`src/rtl/sdram_seq_pkg.sv`:
```
package sdram_seq_pkg;

    // Command encoding on the pins, bit order {cs, ras, cas, we}
    typedef enum logic [3:0] {
        CMD_INHIBIT   = 4'b1111,
        CMD_NOP       = 4'b0111,
        CMD_ACTIVE    = 4'b0011,
        CMD_PRECHARGE = 4'b0010,
        CMD_REFRESH   = 4'b0001,
        CMD_LOAD_MODE = 4'b0000
    } sdram_cmd_e;

    typedef enum logic [2:0] {
        ST_IDLE,
        ST_BOOT_WAIT,
        ST_AUTO_REF,
        ST_LOAD_MODE,
        ST_RUN
    } seq_state_e;

    // One bit per serviced request kind
    typedef struct packed {
        logic refr;
        logic pre;
        logic act;
    } req_set_t;

    // Fixed priority: refresh, then precharge, then activate
    function automatic req_set_t pick_grant(input req_set_t want,
                                            input logic act_open,
                                            input logic pre_open);
        req_set_t g;
        g = '0;
        if (want.refr)                g.refr = 1'b1;
        else if (want.pre && pre_open) g.pre  = 1'b1;
        else if (want.act && act_open) g.act  = 1'b1;
        return g;
    endfunction

endpackage

```
`src/rtl/sdram_gap_timer.sv`:
```
module sdram_gap_timer #(
    parameter int unsigned W = 3
) (
    input  logic         clk,
    input  logic         rst,
    input  logic         clr,
    input  logic         load,
    input  logic [W-1:0] load_val,
    output logic         open_o
);
    logic [W-1:0] cnt_q;
    logic [W-1:0] dec;

    always_comb begin
        dec = (cnt_q == '0) ? '0 : cnt_q - 1'b1;
    end

    // A new load never shortens a gap that is still running
    always_ff @(posedge clk) begin
        if (rst || clr)
            cnt_q <= '0;
        else if (load)
            cnt_q <= (load_val > dec) ? load_val : dec;
        else
            cnt_q <= dec;
    end

    assign open_o = (cnt_q == '0);
endmodule

```
`src/rtl/sdram_init_fsm.sv`:
```
module sdram_init_fsm
    import sdram_seq_pkg::*;
#(
    parameter int unsigned BOOT_W = 14
) (
    input  logic              clk,
    input  logic              rst,
    input  logic              en_i,
    input  logic [BOOT_W-1:0] boot_wait_i,
    output logic              init_done_o,
    output logic              init_issue_o,
    output sdram_cmd_e        init_cmd_o
);
    seq_state_e        state_q, state_d;
    logic [BOOT_W-1:0] boot_q, boot_d;
    logic              done_q;

    always_comb begin
        state_d      = state_q;
        boot_d       = boot_q;
        init_issue_o = 1'b0;
        init_cmd_o   = CMD_NOP;
        if (!en_i) begin
            state_d = ST_IDLE;
            boot_d  = '0;
        end else begin
            case (state_q)
                ST_IDLE: begin
                    state_d = ST_BOOT_WAIT;
                    boot_d  = boot_wait_i;
                end
                ST_BOOT_WAIT: begin
                    if (boot_q == '0) begin
                        init_issue_o = 1'b1;
                        init_cmd_o   = CMD_PRECHARGE;
                        state_d      = ST_AUTO_REF;
                    end else begin
                        boot_d = boot_q - 1'b1;
                    end
                end
                ST_AUTO_REF: begin
                    init_issue_o = 1'b1;
                    init_cmd_o   = CMD_REFRESH;
                    state_d      = ST_LOAD_MODE;
                end
                ST_LOAD_MODE: begin
                    init_issue_o = 1'b1;
                    init_cmd_o   = CMD_LOAD_MODE;
                    state_d      = ST_RUN;
                end
                default: ;
            endcase
        end
    end

    always_ff @(posedge clk) begin
        if (rst) begin
            state_q <= ST_IDLE;
            boot_q  <= '0;
            done_q  <= 1'b0;
        end else begin
            state_q <= state_d;
            boot_q  <= boot_d;
            done_q  <= en_i && (state_q == ST_RUN);
        end
    end

    assign init_done_o = done_q;
endmodule

```
`src/rtl/sdram_req_arbiter.sv`:
```
module sdram_req_arbiter
    import sdram_seq_pkg::*;
(
    input  logic     clk,
    input  logic     rst,
    input  logic     clr,
    input  logic     accept,
    input  req_set_t req_i,
    input  logic     act_open,
    input  logic     pre_open,
    output req_set_t grant_o,
    output logic     pending_o
);
    req_set_t pend_q;
    req_set_t want;

    always_comb begin
        want    = accept ? (pend_q | req_i) : pend_q;
        grant_o = pick_grant(want, act_open, pre_open);
    end

    always_ff @(posedge clk) begin
        if (rst || clr)
            pend_q <= '0;
        else
            pend_q <= want & ~grant_o;
    end

    assign pending_o = |pend_q;
endmodule

```
`src/rtl/sdram_cmd_seq.sv`:
```
module sdram_cmd_seq
    import sdram_seq_pkg::*;
#(
    parameter int unsigned BOOT_W = 14,
    parameter int unsigned MR_W   = 2,
    parameter int unsigned RF_W   = 3,
    parameter int unsigned AP_W   = 3
) (
    input  logic              clk,
    input  logic              rst,
    input  logic              en_i,
    input  logic [BOOT_W-1:0] init_wait_i,
    input  logic [MR_W-1:0]   mr_gap_i,
    input  logic [RF_W-1:0]   rf_gap_i,
    input  logic [AP_W-1:0]   ap_gap_i,
    input  logic              act_req_i,
    input  logic              pre_req_i,
    input  logic              ref_req_i,
    output logic [3:0]        cmd_o,
    output logic              ready_o,
    output logic              init_done_o
);
    localparam int unsigned ACT_W = (MR_W > RF_W) ? MR_W : RF_W;

    logic       init_issue;
    sdram_cmd_e init_cmd;
    logic       done;
    logic       act_open, pre_open, pending;
    req_set_t   reqs, grant;
    sdram_cmd_e issue_cmd, cmd_q;
    logic       act_load, pre_load;
    logic [ACT_W-1:0] act_val;

    assign reqs = '{refr: ref_req_i, pre: pre_req_i, act: act_req_i};

    sdram_init_fsm #(.BOOT_W(BOOT_W)) u_init (
        .clk         (clk),
        .rst         (rst),
        .en_i        (en_i),
        .boot_wait_i (init_wait_i),
        .init_done_o (done),
        .init_issue_o(init_issue),
        .init_cmd_o  (init_cmd)
    );

    sdram_req_arbiter u_arb (
        .clk      (clk),
        .rst      (rst),
        .clr      (!en_i),
        .accept   (done && en_i),
        .req_i    (reqs),
        .act_open (act_open),
        .pre_open (pre_open),
        .grant_o  (grant),
        .pending_o(pending)
    );

    always_comb begin
        if (init_issue)      issue_cmd = init_cmd;
        else if (grant.refr) issue_cmd = CMD_REFRESH;
        else if (grant.pre)  issue_cmd = CMD_PRECHARGE;
        else if (grant.act)  issue_cmd = CMD_ACTIVE;
        else                 issue_cmd = CMD_NOP;
    end

    // ACTIVE gate: started by refresh or by mode load
    always_comb begin
        act_load = (issue_cmd == CMD_REFRESH) || (issue_cmd == CMD_LOAD_MODE);
        act_val  = (issue_cmd == CMD_REFRESH) ? ACT_W'(rf_gap_i) : ACT_W'(mr_gap_i);
        pre_load = (issue_cmd == CMD_ACTIVE);
    end

    sdram_gap_timer #(.W(ACT_W)) u_act_gap (
        .clk     (clk),
        .rst     (rst),
        .clr     (!en_i),
        .load    (act_load),
        .load_val(act_val),
        .open_o  (act_open)
    );

    sdram_gap_timer #(.W(AP_W)) u_pre_gap (
        .clk     (clk),
        .rst     (rst),
        .clr     (!en_i),
        .load    (pre_load),
        .load_val(ap_gap_i),
        .open_o  (pre_open)
    );

    always_ff @(posedge clk) begin
        if (rst || !en_i)
            cmd_q <= CMD_INHIBIT;
        else
            cmd_q <= issue_cmd;
    end

    assign cmd_o       = cmd_q;
    assign init_done_o = done;
    assign ready_o     = done && !pending;
endmodule

```
`config.mk`:
```
export PLATFORM = sky130hd
export DESIGN_NAME = sdram_cmd_seq
export DESIGN_NICKNAME = d
export VERILOG_FILES = /design/src/rtl/sdram_seq_pkg.sv /design/src/rtl/sdram_gap_timer.sv /design/src/rtl/sdram_init_fsm.sv /design/src/rtl/sdram_req_arbiter.sv /design/src/rtl/sdram_cmd_seq.sv
export SDC_FILE = /design/constraint.sdc
export NUM_CORES = 1
export LEC_CHECK = 0
export BUFFER_PORTS_ARGS = -buffer_cell sky130_fd_sc_hd__buf_4
export CORE_ASPECT_RATIO = 0.9
export CORE_MARGIN = 5
export CORE_UTILIZATION = 45
export CTS_CLUSTER_SIZE = 24
export DETAILED_ROUTE_END_ITERATION = 12
export PLACE_DENSITY_LB_ADDON = 0.2
export SLEW_MARGIN = 15
export SYNTH_ARGS = -nofsm -noshare
export SYNTH_HDL_FRONTEND = slang
export SYNTH_HIERARCHICAL = 1
export SYNTH_SLANG_ARGS = --single-unit
```
`constraint.sdc`:
```
create_clock -name clk -period 3.7 [get_ports clk]
set_input_delay 0.925 -clock clk [delete_from_list [all_inputs] [get_ports clk]]
set_output_delay 0.925 -clock clk [all_outputs]
set_load 0.01 [all_outputs]
```
# --- Word-level counts from Yosys, hierarchy flattened ---
# Index checks and enable logic that the tools add are counted.
word_totals:
  register_bits: 31
  output_inout_bits: 6
  word_cells: 74
op_classes:
  add_sub_neg: 3
  magnitude_cmp: 2
  reduce_logical: 21
  eq_ne: 8
  muxes: 27
  bitwise_logic: 4
op_table:
  columns: ["operator", "count"]
  rows:
  - ["2-to-1 mux 3 bit", 13]
  - ["case mux 14 bit (2 select lines)", 1]
  - ["zero test 14 bit", 1]
  - ["2-to-1 mux 14 bit", 1]
  - ["subtractor 14 x 1 -> 14 bit (second input constant)", 1]
  - ["case mux 3 bit (4 select lines)", 1]
  - ["case mux 4 bit (3 select lines)", 1]
  - ["zero test 3 bit", 3]
  - ["2-to-1 mux 4 bit", 2]
  - ["equality test 3 x 2 -> 1 bit (second input constant)", 2]
  - ["greater-than comparator 3 bit", 2]
  - ["2-to-1 mux 1 bit", 6]
  - ["subtractor 3 x 1 -> 3 bit (second input constant)", 2]
  - ["logical AND 1 bit", 5]
  - ["equality test 4 x 1 -> 1 bit (second input constant)", 1]
  - ["equality test 4 x 2 -> 1 bit (second input constant)", 1]
  - ["zero test 4 bit", 1]
  - ["AND reduction 2 bit", 2]
  - ["nonzero test 4 bit", 1]
  - ["OR reduction 2 bit", 2]
  - ["bitwise AND 3 bit", 1]
  - ["equality test 3 x 1 -> 1 bit (second input constant)", 1]
  - ["equality test 3 bit (second input constant)", 1]
  - ["inverter 3 bit", 1]
  - ["other kinds (10)", 12]

# --- Longest topological paths before layout ---
logic_depth:
  depth_word: 15
  depth_mapped: 16
  ltp_nobuf: 16

# --- Cells and area by module ---
# The synthesis kept the hierarchy.
by_module_without_submodules:
  columns: ["mod", "area_each_um2", "instances", "cells_per_inst"]
  rows:
  - ["sdram_init_fsm", 1176.1, 1, 157]
  - ["sdram_gap_timer", 225.2, 2, 28]
  - ["sdram_cmd_seq", 241.5, 1, 28]
  - ["sdram_req_arbiter", 126.4, 1, 17]

# --- Least setup slack after synthesis ---
# No wires, ideal clock.
synth_timing:
  path_type: "reg-to-reg"
  startpoint: "reg u_init.boot_q[0]"
  endpoint: "reg u_act_gap.cnt_q[1]"
  path_stages_with_launch: 16
  arrival_ns: 3.900
  required_ns: 3.584
  period_less_slack_ns: 4.015
  path_slack_ns: -0.315
  cell_sequence: "dfxtp_1 > inv_1 > ha_1 > or4b_1 > nor4_4 > a21oi_1 > nor3b_2 > inv_1 > nor4b_2 > a22oi_2 > mux2_1 > ha_1 > nor2b_2 > o31ai_2 > or3_1 > and3_1"
synth_via:
  elab_chain_len: 10
  word_cells_on_any_way: 15
  classes_between: "1 x order compare; 1 x eq/ne; 10 x mux; 3 x reduce/logical"
synth_lines:
  columns: ["item", "line", "rtl"]
  rows:
  - ["from (decl)", "sdram_init_fsm.sv:15", "logic [BOOT_W-1:0] boot_q, boot_d;"]
  - ["from (signal assigned)", "sdram_init_fsm.sv:63", "boot_q <= boot_d;"]
  - ["zero test 14 bit (*)", "sdram_init_fsm.sv:33", "if (boot_q == '0) begin"]
  - ["2-to-1 mux 1 bit (*)", "sdram_init_fsm.sv:33", null]
  - ["case mux 1 bit (2 select lines) (*)", "sdram_init_fsm.sv:27", "case (state_q)"]
  - ["2-to-1 mux 1 bit (*)", "sdram_init_fsm.sv:23", "if (!en_i) begin"]
  - ["net init_issue", "sdram_cmd_seq.sv:25", "logic init_issue;"]
  - ["2-to-1 mux 4 bit (*)", "sdram_cmd_seq.sv:59", "if (init_issue) issue_cmd = init_cmd;"]
  - ["equality test 4 x 1 -> 1 bit (*)", "sdram_cmd_seq.sv:69", "act_val = (issue_cmd == CMD_REFRESH) ? ACT_W'(rf_gap_i) : ACT_W'(mr_gap_i);"]
  - ["2-to-1 mux 3 bit (*)", "sdram_cmd_seq.sv:69", null]
  - ["net act_val[1]", "sdram_cmd_seq.sv:32", "logic [ACT_W-1:0] act_val;"]
  - ["greater-than comparator 3 bit", "sdram_gap_timer.sv:23", "cnt_q <= (load_val > dec) ? load_val : dec;"]
  - ["2-to-1 mux 3 bit (*)", "sdram_gap_timer.sv:23", null]
  - ["2-to-1 mux 3 bit (*)", "sdram_gap_timer.sv:22", "else if (load)"]
  - ["to (signal assigned)", "sdram_gap_timer.sv:23", null]
  - ["to (decl)", "sdram_gap_timer.sv:11", "logic [W-1:0] cnt_q;"]
# The timed path passes the listed nets; every way through them passes the cells marked *.
# A chain may end at the register's enable or synchronous reset.

# --- Final worst setup path ---
# Same ends and word-level chain as after synthesis.

==> results.md <==
- The average instance in the mapped netlist occupies 7.73 um2.
- The number of nets in the final layout is 330.
- The total standard cell area after synthesis is 1990 um2.
- The core occupancy in the finished layout is 0.567.
- The detailed-route vias per instance is between 5 and 6.
- The worst-case clock buffer depth is 2.
- The biggest fanout along the worst timing path is 4.
- The number of cells after detailed placement is 344.
- The smallest clock period supported by the final layout is computed as approximately 3600 ps.
- Summed over all layers, the global routing overflow is 0.
- The number of flops mapped to enable cells by yosys is 0.
- Entering global routing, the biggest net connects 34 pins.
- The area of all placed cells without fillers is approximately 2500 um2.
- The half-perimeter wire length after detailed placement is about 3500 um.
- Fill cells in the final layout number around 450.
- The cell taking the most area after synthesis is sky130_fd_sc_hd__dfxtp_1.
- The wire length per cell after detailed routing is between 10 and 15 um.
- The final number of hold-violating endpoints came to 0.
- The die width is 80.2 um.
- The total die area is roughly 5900 um2.
- The insertion delay of the later-clocked pin in the worst-skew pair is roughly 280 ps.
- The final weighted congestion in routability-driven placement is approximately 0.85.
- The die outline height is 73.2 um.
- The arrival time of the worst setup path is around 3800 ps.
- The register clock-pin slew on the reported worst setup and hold paths is 70 ps.
- The number of storage elements in the synthesis netlist is 30.
- The count of TritonRoute iterations in the first routing pass is 4.
- The number of global-route vias before repair is between 1500 and 2000.
- The register area is between 600 and 700 um2.
- The most common cell in the synthesized netlist is sky130_fd_sc_hd__nand2_1.
- The total design power is 0.874 mW.
- The kind of start point of the critical path is a flop.
- Summing all placed instances gives a cell area of roughly 2300 um2.
- Across every metal layer, demand over resource in global routing totals 0.175.
- Across the run, the number of max-cap violations was 0.
- At the placement stage, the worst setup path has a slack of about 13 ps.
- The floorplan step defined a core boundary enclosing around 4400 um2.
- The worst hold path belongs to the class flop to flop.
- Setup violations remaining at the end of the flow were counted as 0.
- The maximum level of the CTS H-tree is 2.
- The largest clock skew in the final design is about 5.7 ps.
- The flow ran to the end, and the final reports show no timing, DRC or antenna violations.
- TritonCTS built the clock tree.
- The required time of the critical path is just under 4000 ps.
- Row generation in the floorplan step produced 23 rows.
- The share of the Yosys chip area taken by registers is 0.301.
- The final setup TNS is 0 ps.
- IR analysis of the VDD net gives a maximum drop of between 150 and 200 uV.
- Across all hold checks on the routed design, the worst slack comes to ~500 ps.
- The final antenna-violating net count is 0.
- The number of top-level pins is 34.
- The share of synthesized flip-flops with an asynchronous set or reset is 0.
- The starting density of the core is 0.456.
- The number of antenna violations at the first check in global routing was 0.
- Setup slack closes at about 110 ps.
- Hold repair after CTS inserted 0 buffers.
- Port buffering added 33 buffers.
- The violation count after the first detailed-route iteration is 140.
- The number of standard cells in the final layout excluding fillers is roughly 360.
- The area added between synthesis and finish is 24.3%.
- The clock sink count is 30.
- The share of synthesized area in the top cell type comes to 0.301.
- Counting distinct cell types in the post-synthesis netlist gives 54.
- The critical path is of the flop to flop type.
- The residual DRC count is 0.
- The count of inserted antenna diode cells is 0.
- The leakage power is 1.05 nW.
- The detailed router placed 1890 vias in this run.
- The final count of pins violating max slew is 0.
- The critical path endpoint category is a flop.
- Derived from the worst setup path, the maximum achievable clock frequency is approximately 280 MHz.
- The wire length of the first global-routing pass is about 8200 um.
- The post-synthesis net count is 294.
- Power spread over the standard cell area amounts to between 300 and 400 nW/um2.
- The relative slew slack is 0.424.
- The clock tree root driver cell is sky130_fd_sc_hd__clkbuf_8.
- Yosys printed 6 warnings.
- Buffers inserted during clock tree synthesis total 5.
- Setup repair after global routing could not meet its margin everywhere.
- In the post-synthesis netlist, the biggest area contributors are sky130_fd_sc_hd__dfxtp_1, sky130_fd_sc_hd__nand2_1, sky130_fd_sc_hd__a21oi_1.
- Summing all multi-input logic gate instances after layout gives 1330 um2.
- The commonest cells after synthesis are sky130_fd_sc_hd__nand2_1, sky130_fd_sc_hd__dfxtp_1, sky130_fd_sc_hd__nor2_1.
- The synthesized netlist cell count is 258.
- At the pin with the least slew margin, the transition time is roughly 860 ps.
- Of the available clock period, the critical path in the final layout requires 0.970.
- In the synthesized netlist the dominant register cell turns out to be sky130_fd_sc_hd__dfxtp_1.
- Of the cells placed in the final design, the portion with a size suffix greater than 1 is 0.281.
- The final routed wirelength across all metal layers is between 4000 and 5000 um.
==> metal layers <==
metal	GRT usage	routed length, um	share of wire
met4	0.0356	25	0.0052
met3	0.0395	224	0.047
met5	0	0	0
met1	0.252	2310	0.48
met2	0.268	2250	0.47
==> power breakdown <==
group          switching (mW)  internal (mW)
clock network           0.124          0.198
registers              0.0125          0.335
logic                   0.110         0.0937
total                   0.247          0.627
==> layout make-up <==
cell class | instances | share of cell area
multi-input combinational | 204 | 0.536
sequential | 30 | 0.243
timing repair buffer | 43 | 0.130
tap | 62 | 0.0313
clock buffer | 5 | 0.0277
clock inverter | 3 | 0.0161
inverter | 10 | 0.0151
==> flip-flops by register name, indices dropped and copies added (netlist names) <==
signal	cells
u_pre_gap/cnt_q	3
u_init/boot_q	14
cmd_o	4
u_init/init_done_o	1
u_init/state_q	3
u_arb/pend_q	2
u_act_gap/cnt_q	3
==> critical path: stages (launching register included) <==
cell and delay, ps:
sky130_fd_sc_hd__dfxtp_2 320, sky130_fd_sc_hd__inv_2 80, sky130_fd_sc_hd__ha_1 150, sky130_fd_sc_hd__or4b_4 480, sky130_fd_sc_hd__nor4_4 180, sky130_fd_sc_hd__a21oi_2 90, sky130_fd_sc_hd__nor3b_2 320, sky130_fd_sc_hd__inv_2 110
sky130_fd_sc_hd__nor4b_4 290, sky130_fd_sc_hd__a22oi_2 140, sky130_fd_sc_hd__mux2_4 350, sky130_fd_sc_hd__ha_4 270, sky130_fd_sc_hd__nor2b_4 130, sky130_fd_sc_hd__o31ai_2 70, sky130_fd_sc_hd__or3_1 340, sky130_fd_sc_hd__and3_1 160
==> cell usage in the layout, fill, tap and decap left out, drive strengths merged, types with 3 or more instances in the layout <==
cell    synthesis  final
nor4            9      9
mux2i           4      4
a211oi          3      3
or2             3      3
clkbuf          7      5
dfxtp          30     30
a21oi          27     27
o21ai          20     20
nand3           3      3
nand2b          7      7
o221ai          3      3
nor2b           5      5
nand2          35     35
inv            10     10
buf             7     43
ha              8      8
nor3            8      8
or3             3      3
nor3b           5      5
or4             4      4
o31ai           4      4
nor2           27     27
==> final timing paths <==
kind                                       start            endpoint  slack, ps  cells past startpoint
worst max-delay path            u_init/boot_q[0]  u_act_gap/cnt_q[1]        110                     15
worst min-delay path            u_init/boot_q[1]    u_init/boot_q[1]        500                      2
worst max register to register  u_init/boot_q[0]  u_act_gap/cnt_q[1]        110                     15
worst min register to register  u_init/boot_q[1]    u_init/boot_q[1]        500                      2
==> timing repair <==
action,in CTS,in global routing
gates cloned,0,0
hold endpoints to repair,0,0
buffers inserted,0,5
pin swaps,1,5
setup endpoints to repair,1,3
gates resized for setup,0,6
==> logic make-up after synthesis <==
group,Yosys count,share of synthesized area
simple gates,117,0.316
buf+inv,24,0.0546
fa+ha+maj,8,0.0502
compound gates,72,0.245
mux,6,0.0314
other cells,1,0.00188
flops,30,0.301
Note: power is estimated with default switching activity, not from simulation.
